[config.mk]
export PLATFORM = sky130hd
export DESIGN_NAME = async_fetch_ctrl
export DESIGN_NICKNAME = d
export VERILOG_FILES = /design/src/rtl/afc_pkg.sv /design/src/rtl/afc_ctrl.sv /design/src/rtl/afc_dpath.sv /design/src/rtl/async_fetch_ctrl.sv
export SDC_FILE = /design/constraint.sdc
export NUM_CORES = 1
export LEC_CHECK = 0
export BUFFER_PORTS_ARGS = -buffer_cell sky130_fd_sc_hd__buf_2
export CORE_ASPECT_RATIO = 0.8
export CORE_MARGIN = 1
export CORE_UTILIZATION = 40
export CTS_CLUSTER_SIZE = 8
export DETAILED_ROUTE_END_ITERATION = 16
export GPL_TIMING_DRIVEN = 1
export PLACE_DENSITY_LB_ADDON = 0.15
export SETUP_SLACK_MARGIN = 0.4
export SKIP_CTS_REPAIR_TIMING = 1
export SLEW_MARGIN = 20
export SYNTH_ARGS = -nofsm -noshare
export SYNTH_HDL_FRONTEND = slang
export SYNTH_SLANG_ARGS = --single-unit
[constraint.sdc]
create_clock -name clk -period 1.8 [get_ports clk]
set_input_delay 0.45 -clock clk [delete_from_list [all_inputs] [get_ports clk]]
set_output_delay 0.45 -clock clk [all_outputs]
set_load 0.02 [all_outputs]
[src/rtl/afc_pkg.sv]
package afc_pkg;
  typedef enum logic [1:0] {
    FT_QH   = 2'd0,
    FT_QTD  = 2'd1,
    FT_DATA = 2'd2
  } fetch_t;

  typedef enum logic [2:0] {
    ST_QH,
    ST_WAITQH,
    ST_QTD,
    ST_DATA,
    ST_SLEEP
  } walk_t;

  // strobes from control to datapath
  typedef struct packed {
    logic commitTxn;   // transaction takes a buffer entry, latch QH fields
    logic startSleep;  // load the sleep timer
    logic passHead;    // list head passed: clear reclamation
  } ctrlStrb_t;

  localparam int unsigned QH_DW  = 17;
  localparam int unsigned QTD_DW = 13;
endpackage

[src/rtl/afc_ctrl.sv]
module afc_ctrl
  import afc_pkg::*;
(
  input  logic      clk,
  input  logic      rstN,
  input  logic      gateOk,
  input  logic      bufFull,
  input  logic      sleepDone,
  input  logic      reclaim,
  input  logic      curPing,
  input  logic      curLenZero,
  input  logic      qhValid,
  input  logic      qhHeadBit,
  input  logic      fetchGrant,
  output logic      fetchReq,
  output fetch_t    fetchType,
  output logic      sleeping,
  output ctrlStrb_t strb
);

  walk_t state, stateNxt;
  logic  wantFetch;

  assign sleeping = (state == ST_SLEEP);

  always_comb begin
    stateNxt  = state;
    strb      = '0;
    fetchType = FT_QH;
    wantFetch = 1'b0;
    case (state)
      ST_QH: begin
        fetchType = FT_QH;
        wantFetch = !bufFull;
      end
      ST_QTD: begin
        fetchType = FT_QTD;
        wantFetch = 1'b1;
      end
      ST_DATA: begin
        fetchType = FT_DATA;
        wantFetch = 1'b1;
      end
      default: ;
    endcase
    fetchReq = wantFetch && gateOk && !sleeping;

    case (state)
      ST_QH:     if (fetchReq && fetchGrant) stateNxt = ST_WAITQH;
      ST_WAITQH: if (qhValid) begin
        strb.passHead = qhHeadBit;
        if (qhHeadBit && !reclaim) begin
          strb.startSleep = 1'b1;
          stateNxt        = ST_SLEEP;
        end else begin
          strb.commitTxn = 1'b1;
          stateNxt       = ST_QTD;
        end
      end
      ST_QTD: if (fetchReq && fetchGrant)
        stateNxt = (!curPing && !curLenZero) ? ST_DATA : ST_QH;
      ST_DATA:  if (fetchReq && fetchGrant) stateNxt = ST_QH;
      ST_SLEEP: if (sleepDone) stateNxt = ST_QH;
      default:  stateNxt = ST_QH;
    endcase
  end

  always_ff @(posedge clk) begin
    if (!rstN) state <= ST_QH;
    else       state <= stateNxt;
  end

endmodule

[src/rtl/afc_dpath.sv]
module afc_dpath
  import afc_pkg::*;
#(
  parameter int unsigned DEPTH        = 2,
  parameter int unsigned SLEEP_CYCLES = 2500,
  parameter int unsigned LEN_W        = 8,
  parameter int unsigned TIME_W       = 16,
  parameter int unsigned MAX_DATA_DW  = 129,
  localparam int unsigned CNT_W       = $clog2(DEPTH + 1),
  localparam int unsigned SLP_W       = $clog2(SLEEP_CYCLES + 1)
) (
  input  logic              clk,
  input  logic              rstN,
  input  ctrlStrb_t         strb,
  input  logic              sleeping,
  input  fetch_t            fetchType,
  input  logic              qhPing,
  input  logic [LEN_W-1:0]  qhDataLen,
  input  logic              hsValid,
  input  logic              hsPing,
  input  logic              hsAck,
  input  logic              txStart,
  input  logic [TIME_W-1:0] txLen,
  input  logic [TIME_W-1:0] uframeLeft,
  input  logic              uframeTick,
  output logic [CNT_W-1:0]  bufCnt,
  output logic              bufFull,
  output logic              sleepDone,
  output logic              reclaim,
  output logic              curPing,
  output logic              curLenZero,
  output logic [LEN_W-1:0]  fetchLen,
  output logic              qhWbToOut,
  output logic              portStop
);

  localparam logic [LEN_W-1:0] MaxLen = LEN_W'(MAX_DATA_DW);
  localparam logic [SLP_W-1:0] SlpLoad = SLP_W'(SLEEP_CYCLES - 1);

  logic [SLP_W-1:0] sleepCnt;
  logic [LEN_W-1:0] curLen;

  assign bufFull    = (bufCnt == CNT_W'(DEPTH));
  assign sleepDone  = sleeping && (sleepCnt == '0);
  assign curLenZero = (curLen == '0);

  always_comb begin
    case (fetchType)
      FT_QH:   fetchLen = LEN_W'(QH_DW);
      FT_QTD:  fetchLen = LEN_W'(QTD_DW);
      default: fetchLen = curLen;
    endcase
  end

  always_ff @(posedge clk) begin
    if (!rstN) begin
      bufCnt    <= '0;
      sleepCnt  <= '0;
      reclaim   <= 1'b0;
      curPing   <= 1'b0;
      curLen    <= '0;
      qhWbToOut <= 1'b0;
      portStop  <= 1'b0;
    end else begin
      case ({strb.commitTxn, hsValid})
        2'b10:   bufCnt <= bufCnt + 1'b1;
        2'b01:   if (bufCnt != '0) bufCnt <= bufCnt - 1'b1;
        default: ;
      endcase

      if (strb.startSleep)              sleepCnt <= SlpLoad;
      else if (sleeping && !sleepDone)  sleepCnt <= sleepCnt - 1'b1;

      if (hsValid)            reclaim <= 1'b1;
      else if (strb.passHead) reclaim <= 1'b0;

      if (strb.commitTxn) begin
        curPing <= qhPing;
        curLen  <= (qhDataLen > MaxLen) ? MaxLen : qhDataLen;
      end

      qhWbToOut <= hsValid && hsPing && hsAck;

      if (uframeTick)                         portStop <= 1'b0;
      else if (txStart && (txLen > uframeLeft)) portStop <= 1'b1;
    end
  end

endmodule

[src/rtl/async_fetch_ctrl.sv]
module async_fetch_ctrl
  import afc_pkg::*;
#(
  parameter int unsigned DEPTH       = 2,
  parameter int unsigned CLK_MHZ     = 250,
  parameter int unsigned SLEEP_NS    = 10000,
  parameter int unsigned LEN_W       = 8,
  parameter int unsigned TIME_W      = 16,
  parameter int unsigned MAX_DATA_DW = 129,
  localparam int unsigned SLEEP_CYCLES = SLEEP_NS * CLK_MHZ / 1000,
  localparam int unsigned CNT_W        = $clog2(DEPTH + 1)
) (
  input  logic              clk,
  input  logic              rstN,
  input  logic              hcHalted,
  input  logic              asyncSchedOn,
  input  logic              busMasterEn,
  input  logic              qhValid,
  input  logic              qhHeadBit,
  input  logic              qhPing,
  input  logic [LEN_W-1:0]  qhDataLen,
  input  logic              fetchGrant,
  output logic              fetchReq,
  output logic [1:0]        fetchType,
  output logic [LEN_W-1:0]  fetchLen,
  input  logic              hsValid,
  input  logic              hsPing,
  input  logic              hsAck,
  output logic              qhWbToOut,
  input  logic              txStart,
  input  logic [TIME_W-1:0] txLen,
  input  logic [TIME_W-1:0] uframeLeft,
  input  logic              uframeTick,
  output logic              portStop,
  output logic              sleeping
);

  ctrlStrb_t        strb;
  fetch_t           fType;
  logic             gateOk, bufFull, sleepDone, reclaim, curPing, curLenZero;
  logic [CNT_W-1:0] bufCnt;

  assign gateOk    = !hcHalted && asyncSchedOn && busMasterEn;
  assign fetchType = fType;

  afc_ctrl u_ctrl (
    .clk, .rstN, .gateOk, .bufFull, .sleepDone, .reclaim, .curPing, .curLenZero,
    .qhValid, .qhHeadBit, .fetchGrant,
    .fetchReq, .fetchType(fType), .sleeping, .strb
  );

  afc_dpath #(
    .DEPTH(DEPTH), .SLEEP_CYCLES(SLEEP_CYCLES), .LEN_W(LEN_W),
    .TIME_W(TIME_W), .MAX_DATA_DW(MAX_DATA_DW)
  ) u_dpath (
    .clk, .rstN, .strb, .sleeping, .fetchType(fType), .qhPing, .qhDataLen,
    .hsValid, .hsPing, .hsAck, .txStart, .txLen, .uframeLeft, .uframeTick,
    .bufCnt, .bufFull, .sleepDone, .reclaim, .curPing, .curLenZero,
    .fetchLen, .qhWbToOut, .portStop
  );

endmodule

# Word level (Yosys, flattened, before mapping)
# Cells that the tools add are included.
op_classes:
  add_sub_neg: 3
  order_cmp: 2
  n_eq_ne: 14
  mux: 22
  bitwise: 1
  n_reduce_logical: 32
op_table:
  columns: ["op", "n"]
  rows:
  - ["$mux W12", 2]
  - ["$mux W3", 8]
  - ["$gt A16 B16 Y1", 1]
  - ["$pmux W8 S2", 1]
  - ["$pmux W3 S5", 1]
  - ["$logic_and A1 B1 Y1", 12]
  - ["$logic_not A12 Y1", 1]
  - ["$sub A12 B1 Y12 const B", 1]
  - ["$ne A2 B1 Y1 const B", 5]
  - ["$gt A8 B8 Y1 const B", 1]
  - ["$logic_not A8 Y1", 1]
  - ["$mux W8", 1]
  - ["$pmux W2 S2", 2]
  - ["$reduce_bool A2 Y1", 4]
  - ["$logic_not A1 Y1", 7]
  - ["$eq A3 B2 Y1 const B", 2]
  - ["$reduce_or A2 Y1", 3]
  - ["$reduce_and A5 Y1", 1]
  - ["$eq A2 B1 Y1 const B", 2]
  - ["$eq A2 B2 Y1 const B", 2]
  - ["$mux W1", 4]
  - ["$mux W2", 2]
  - ["$eq A3 B1 Y1 const B", 1]
  - ["$eq A3 B3 Y1 const B", 1]
  - ["8 further kinds", 8]
totals:
  register_bits: 29
  input_bits: 54
  output_inout_bits: 14
  elab_cells: 83

# Depth between registers and ports, before layout
# Gate-level depths: netlist of run 1.
depth:
  word_depth: 8
  depth_mapped: 7
  depth_no_buf: 7

# By module
# A second synthesis of run 1 with hierarchy kept.
hier_totals:
  hier_cells: 239
  hier_area_um2: 1945.6
by_module_without_submodules:
  columns: ["mod", "n_inst", "cells_per_inst", "area_each_um2", "seq_area_each_um2"]
  rows:
  - ["afc_dpath", 1, 205, 1680.4, 520.5]
  - ["afc_ctrl", 1, 33, 256.5, 60.1]
  - ["async_fetch_ctrl", 1, 1, 8.8, 0.0]

# Least setup slack after synthesis of run 1
# No wires, ideal clock.
synth_timing:
  path_kind: "input to register"
  startpoint: "input uframeLeft[1]"
  endpoint: "register u_dpath.portStop"
  setup_time_ns: 0.130
  arrival_ns: 1.523
  required_time_ns: 1.670
  slack_ns: 0.147
  path_stages: 7
  n_path_buf: 0
  path_cell_list: "inv_1 ha_1 nor2b_1 o211ai_1 a2111oi_0 a2111oi_0 a21oi_1"
synth_between:
  elab_chain_cells: 2
synth_lines:
  columns: ["item", "line_no", "text"]
  rows:
  - ["start, declared", "async_fetch_ctrl.sv:32", "input logic [TIME_W-1:0] uframeLeft,"]
  - ["$gt A16 B16 Y1", "afc_dpath.sv:85", "else if (txStart && (txLen > uframeLeft)) portStop <= 1'b1;"]
  - ["$logic_and A1 B1 Y1", "afc_dpath.sv:85", null]
  - ["end signal, assigned", "afc_dpath.sv:63", "portStop <= 1'b0;"]
  - ["end signal, assigned", "afc_dpath.sv:84", "if (uframeTick) portStop <= 1'b0;"]
  - ["end signal, assigned", "afc_dpath.sv:85", null]
  - ["end, declared", "afc_dpath.sv:34", "output logic portStop"]
# Every way passes these cells.
# A chain may end at the register's enable or synchronous reset.

# Final worst setup path of run 1
layout_timing:
  startpoint: "register u_ctrl.state[0]"
  endpoint: "output fetchLen[0]"
layout_between:
  elab_chain_cells: 4
  word_cells_on_any_way: 6
  cone_classes: "3 x eq/ne; 2 x mux; 1 x reduce/logical"
layout_lines:
  columns: ["item", "line_no", "text"]
  rows:
  - ["start, declared", "afc_ctrl.sv:21", "walk_t state, stateNxt;"]
  - ["start signal, assigned", "afc_ctrl.sv:70", "else state <= stateNxt;"]
  - ["$eq A3 B2 Y1", "afc_ctrl.sv:31", "case (state)"]
  - ["$pmux W2 S2 *", "afc_ctrl.sv:31", null]
  - ["$eq A2 B1 Y1 / $logic_not A2 Y1 (equally long branches)", "afc_dpath.sv:48", "case (fetchType)"]
  - ["$pmux W8 S2 *", "afc_dpath.sv:48", null]
  - ["end, declared", "async_fetch_ctrl.sv:25", "output logic [LEN_W-1:0] fetchLen,"]
# Mark *: on every way between the ends. The rest lies on a longest branch, timed or not.

==> results of run 1 <==
## report_power, final
part	leakage, nW	switching (W)	total (W)	internal (W)
registers	0.241	0.0000153	0.000668	0.000652
clock network	0.0585	0.000246	0.000697	0.000451
logic	0.984	0.000153	0.000314	0.000161
## flip-flops by register name, indices dropped and copies added, names as in the netlist
signal	count
u_dpath.qhWbToOut	1
u_dpath.sleepCnt	12
u_ctrl.state	3
u_dpath.portStop	1
u_dpath.curPing	1
u_dpath.reclaim	1
u_dpath.bufCnt	2
u_dpath.curLen	8
## worst reg2reg max path, cell delays in order (launching register included)
cell and delay (ns):
dfxtp_4 0.37, or4_4 0.60, o2111ai_4 0.27, nor3_2 0.08, xnor2_1 0.14, a21oi_1 0.08
## layer usage
| layer | vias up | global-route usage, % | wire [µm] |
|---|---|---|---|
| met5 | - | 0 | 0 |
| met4 | 0 | 6.82 | 57 |
| met3 | 5 | 4.43 | 194 |
| met2 | 46 | 28.8 | 2310 |
| met1 | 860 | 25.0 | 2250 |
| li1 | 1011 | - | - |
## area by class of cell
cell class | instances | area (µm²) | area share [%]
clock inverters | 1 | 30.0 | 1.04
flip-flops and latches | 29 | 603 | 20.8
inverters | 21 | 81.3 | 2.80
well taps | 60 | 75.1 | 2.59
clock buffers | 7 | 86.3 | 2.98
repair buffers | 91 | 627 | 21.6
multi-input cells | 174 | 1400 | 48.2
## final timing paths
check,start,slack [ns],endpoint,cells past startpoint
setup reg to reg,u_dpath.sleepCnt[5],0.16,u_dpath.sleepCnt[6],5
hold / removal,qhPing,0.41,u_dpath.curPing,3
setup / recovery,u_ctrl.state[0],0.12,fetchLen[0],4
hold reg to reg,u_dpath.sleepCnt[3],0.46,u_dpath.sleepCnt[3],2
## per-stage QoR
step	power [W]	setup TNS (ns)
final	0.00168	0
after global routing	0.00177	0
after CTS	0.00165	-0.0838
after detailed placement	0.000944	-0.0439
after global placement	0.000941	0
after floorplan	0.000836	0
## cell usage in the layout (no fill, tap or decap), types with 3 or more instances in the layout
cell      instances
dfxtp_2           6
ha_1             15
and3_4            4
a21oi_2           3
buf_2            54
nand4_1           6
nor2_1           15
xor2_1            6
dfxtp_4           4
o21ai_0           4
nand3b_1          7
buf_6            11
nand3_1           5
inv_1            19
xnor2_1           3
buf_4            23
nand3_2           3
nor4_4            3
dfxtp_1          19
a21oi_1          24
clkbuf_8          6
nand2_1          20
nand2b_1          3
and2_4            3
## cell families (layout without fill, tap and decap cells)
kind of cell / Yosys count / after routing / share of synthesized area (%)
muxes: 1 / 1 / 0.523
AOI/OAI and AO/OA: 49 / 49 / 16.6
buffers and inverters: 26 / 120 / 5.68
adders and majority gates: 17 / 17 / 11.1
DFF: 29 / 29 / 30.3
and+or+nand+nor: 97 / 97 / 31.2
xor gates and xnor gates: 10 / 10 / 4.57
==> impl_metrics.yaml, run 1 <==
timing:
  clock.fmax_mhz: 595
  finalWorstSetupSlack_ns: 0.118
  setup_viol: 0
  hold_ws_ns: 0.413
  period_share_pct: 93.4
  max_slew.worst_pin.slew_ns: 0.354
  hold_viol_final: 0
  relSlewSlack_pct: 76.3
  rsz0062_at_grt: "yes"
  fin_crit_ns: 1.68
  slew_violations: 0
  skew_ns: 0.00930
power_and_ir_drop:
  p_per_area_mw_per_mm2: 579
  p_leak_nw: 1.28
  peakVddDrop_v: 0.000501
detailed_routing:
  wire_per_inst_um: 12.5
  drc_errors: 0
  ant_nets: 0
  postRouteWirelength_um: 4810
  firstDrtPassIters: 6
  detail_route.iter0.violations: 31
  vias_per_cell: 5.02
  vias: 1922
yosys:
  yosysMostFrequentCell: "dfxtp_1"
  netlist.area_leader.share_pct: 30.3
  synth-async-reset-ratio_pct: 0
  yosysWarnings: 0
  synth_area_mm2: 0.00192
  syn-instance-count: 229
  yosysSeqAreaShare_pct: 30.3
  yosys.area.top_type: "dfxtp_1"
  syn_avg_cell_area_um2: 8.37
  synthTopCellsByCount: "dfxtp_1, a21oi_1, nand2_1, inv_1, ha_1"
  synthFlopType: "dfxtp_1"
  ys_ff_latch: 29
  synth_cell_types: 53
  synth-edff-count: 0
  syn_nets: 300
  synth_area_leaders: "dfxtp_1, ha_1, a21oi_1"
placement:
  place_area_mm2: 0.00241
  dp_slack_ns: -0.0439
  dp_cells: 362
  dpl.hpwl_um: 3420
  gp_congestion: 0.770
  io_buffers: 67
clock_tree:
  cts.clk_slew.worst_paths_ns: 0.06
  root_buffer: "clkbuf_8"
  cts_buffer_depth: 2
  insertion_delay_ns: 0.28
  cts_tree: "yes"
  clock-sinks: 29
  htree_levels: 2
  cts_buffers: 5
critical_path:
  arrival_ns: 1.23
  crit_path_max_fanout: 6
  crit_family: "simple AND/OR/NAND/NOR gates"
  critPathLaunchType: "flop"
  required_ns: 1.35
  crit_type: "flop to output port"
  crit_buf_inv: 1
  endpoint_kind: "output port"
  slowest_delay_ns: 0.37
  crit_chain: "nor2b_4 -> and2_4 -> nand2b_4 -> buf_6"
  crit_slowest_cell: "dfxtp_4"
final_layout:
  antennaDiodeCount: 0
  post-route-util_pct: 63.1
  drive_above_1_share_pct: 46.1
  fin_nets: 393
  fill_cells: 397
  final_cells: 383
  synthToLayoutAreaGrowth_pct: 51.4
  final_area_mm2: 0.00290
hold_path:
  min-delay-path-class: "input pin to flop"
floorplanning:
  dieHeight_um: 63.9
  coreArea_mm2: 0.00460
  num_rows: 22
  die_w_um: 79.4
  ioPinCount: 68
  die-area_mm2: 0.00507
  start_util_pct: 41.7
status:
  outcome: "completed"
grt:
  grt_pass1_wl_um: 7320
  grt_pass1_vias: 1636
  grt-ovfl-total: 0
  grt_max_degree: 19
  antenna_found_initial: 0
  grt_usage_pct: 18.6
run:
  cap_violations: 0
No activity file was read; power rests on OpenSTA's default activity.
==> run 2, diff against run 1 <==
==> constraint.sdc (replaced) <==
create_clock -name clk -period 1.8 [get_ports clk]
set_input_delay 0.09 -clock clk [delete_from_list [all_inputs] [get_ports clk]]
set_output_delay 0.09 -clock clk [all_outputs]
set_load 0.02 [all_outputs]
==> run 2 against run 1 <==
Net effect:
- critical path depth is 1 higher
- die area stayed put
- via count stayed put
- maximum frequency is 0.72% higher
- global-route usage is 0.32 points higher
- critical endpoint is now u_dpath.sleepCnt[4]
- largest cell class unchanged
==> impl_metrics.yaml, run 2 (same netlist as run 1, synthesis figures left out) <==
status:
  outcome: "completed"
detailed_routing:
  firstDrtPassIters: 4
  postRouteWirelength_um: 4940
  vias_per_cell: 5.11
  drc_errors: 0
  ant_nets: 0
  wire_per_inst_um: 13.1
  detail_route.iter0.violations: 54
  vias: 1922
timing:
  rsz0062_at_grt: "yes"
  fin_tns_setup_ns: 0
  fin_crit_ns: 1.67
  skew_ns: 0.00260
  clock.fmax_mhz: 599
  relSlewSlack_pct: 66.5
  setup_viol: 0
  hold_viol_final: 0
  slew_violations: 0
  hold_ws_ns: 0.0465
  period_share_pct: 92.8
  max_slew.worst_pin.slew_ns: 0.490
power_and_ir_drop:
  p_per_area_mw_per_mm2: 653
  p_int_w: 0.00134
  power_frac_comb_pct: 15.8
  peakVddDrop_v: 0.000345
  p_switching_w: 0.000433
  p_leak_nw: 1.24
  p_clk_share_pct: 46.2
  sw_frac_of_total_pct: 24.4
  pwr-share-seq_pct: 37.9
placement:
  dpl.hpwl_um: 3450
  place_area_mm2: 0.00234
  gp_congestion: 0.821
  dp_cells: 356
  io_buffers: 67
critical_path:
  rrSetupSlack_ns: 0.13
  critPathLaunchType: "flop"
  endpoint_kind: "flop"
  crit_path_max_fanout: 5
  crit_type: "flop to flop"
  arrival_ns: 1.84
  required_ns: 1.97
final_layout:
  synthToLayoutAreaGrowth_pct: 42.0
  largest_reg_flops: 12
  layout_commonest_cell: "buf_2"
  final_area_mm2: 0.00272
  final_cells: 376
  mostFrequentLayoutCells: "buf_2, a21oi_1, nand2_1"
  fill_cells: 433
  antennaDiodeCount: 0
  fin_nets: 386
  drive_above_1_share_pct: 43.0
  top_register: "u_dpath.sleepCnt"
  largest_registers: "u_dpath.sleepCnt: 12 flops, u_dpath.curLen: 8 flops, u_ctrl.state: 3 flops"
floorplanning:
  die_w_um: 79.4
  coreArea_mm2: 0.00460
  dieHeight_um: 63.9
  num_rows: 22
  start_util_pct: 41.7
  ioPinCount: 68
  die-area_mm2: 0.00507
grt:
  grtUsageMet2_pct: 31.9
  grt-ovfl-total: 0
  grt_use_met1_pct: 23.6
  grt_max_degree: 19
  grt_pass1_vias: 1748
  grt_usage_pct: 18.9
  grt.busiest_layer: "met2"
  grt_util_met3_pct: 4.00
  antenna_found_initial: 0
  grt_pass1_wl_um: 7530
clock_tree:
  htree_levels: 2
  cts.clk_slew.worst_paths_ns: 0.07
  cts_tree: "yes"
  cts_buffers: 5
  cts_buffer_depth: 2
  clock-sinks: 29
  insertion_delay_ns: 0.28
  root_buffer: "clkbuf_8"
hold_path:
  min-delay-path-class: "input pin to flop"
run:
  cap_violations: 0
[run 2: cell types whose count changed in the layout (fill, tap and decap cells not counted), moves of 4 or more]
| cell | change |
|---|---|
| and3_1 | +4 |
| buf_6 | -10 |
| and3_4 | -4 |
| dfxtp_1 | -4 |
| dfxtp_2 | +4 |
| buf_2 | +10 |
| buf_4 | -4 |
[run 2: worst max-delay path, cell delays in order, from the launching register on]
cell       delay (ns)
dfxtp_4          0.37
or4_4            0.59
o2111ai_4        0.26
buf_4            0.16
xor2_1           0.12
nor2_1           0.06
[run 2: layout make-up]
type                    instances  area [µm²]  area share (%)
flip-flops and latches         29         608            22.4
well taps                      60        75.1            2.76
clock inverters                 3        65.1            2.39
inverters                      21        78.8            2.90
clock buffers                   5        68.8            2.53
repair buffers                 84         474            17.4
multi-input cells             174        1350            49.6
[run 2: power groups by stage]
stage / clock [W] / combinational [W] / sequential [W]
detailed placement: 0 / 0.000248 / 0.000687
global route: 0.000877 / 0.000316 / 0.000676
global placement: 0 / 0.000244 / 0.000687
finish: 0.000821 / 0.000281 / 0.000674
floorplan: 0 / 0.000151 / 0.000681
CTS: 0.000834 / 0.000250 / 0.000673
[run 2: final timing paths]
path,startpoint,to,depth (start not counted)
min reg2reg,u_dpath.sleepCnt[3],u_dpath.sleepCnt[3],2
max reg2reg,u_dpath.sleepCnt[5],u_dpath.sleepCnt[4],5
max,u_dpath.sleepCnt[5],u_dpath.sleepCnt[4],5
min,hsValid,u_dpath.bufCnt[1],2
[run 2: routing by layer]
layer	vias up	wire length, µm
met5	-	0
met4	0	50
met3	6	214
met2	51	2360
met1	868	2320
li1	997	-
[run 2: stage by stage]
stage / total power (W) / utilization [%] / worst slack [ns]
6_report: 0.00178 / 59.2 / 0.130
2_1_floorplan: 0.000832 / - / 0.176
3_5_place_dp: 0.000935 / 51.0 / 0.179
5_1_grt: 0.00187 / 59.2 / 0.0905
3_3_place_gp: 0.000931 / 51.0 / 0.198
4_1_cts: 0.00176 / 53.9 / 0.0498
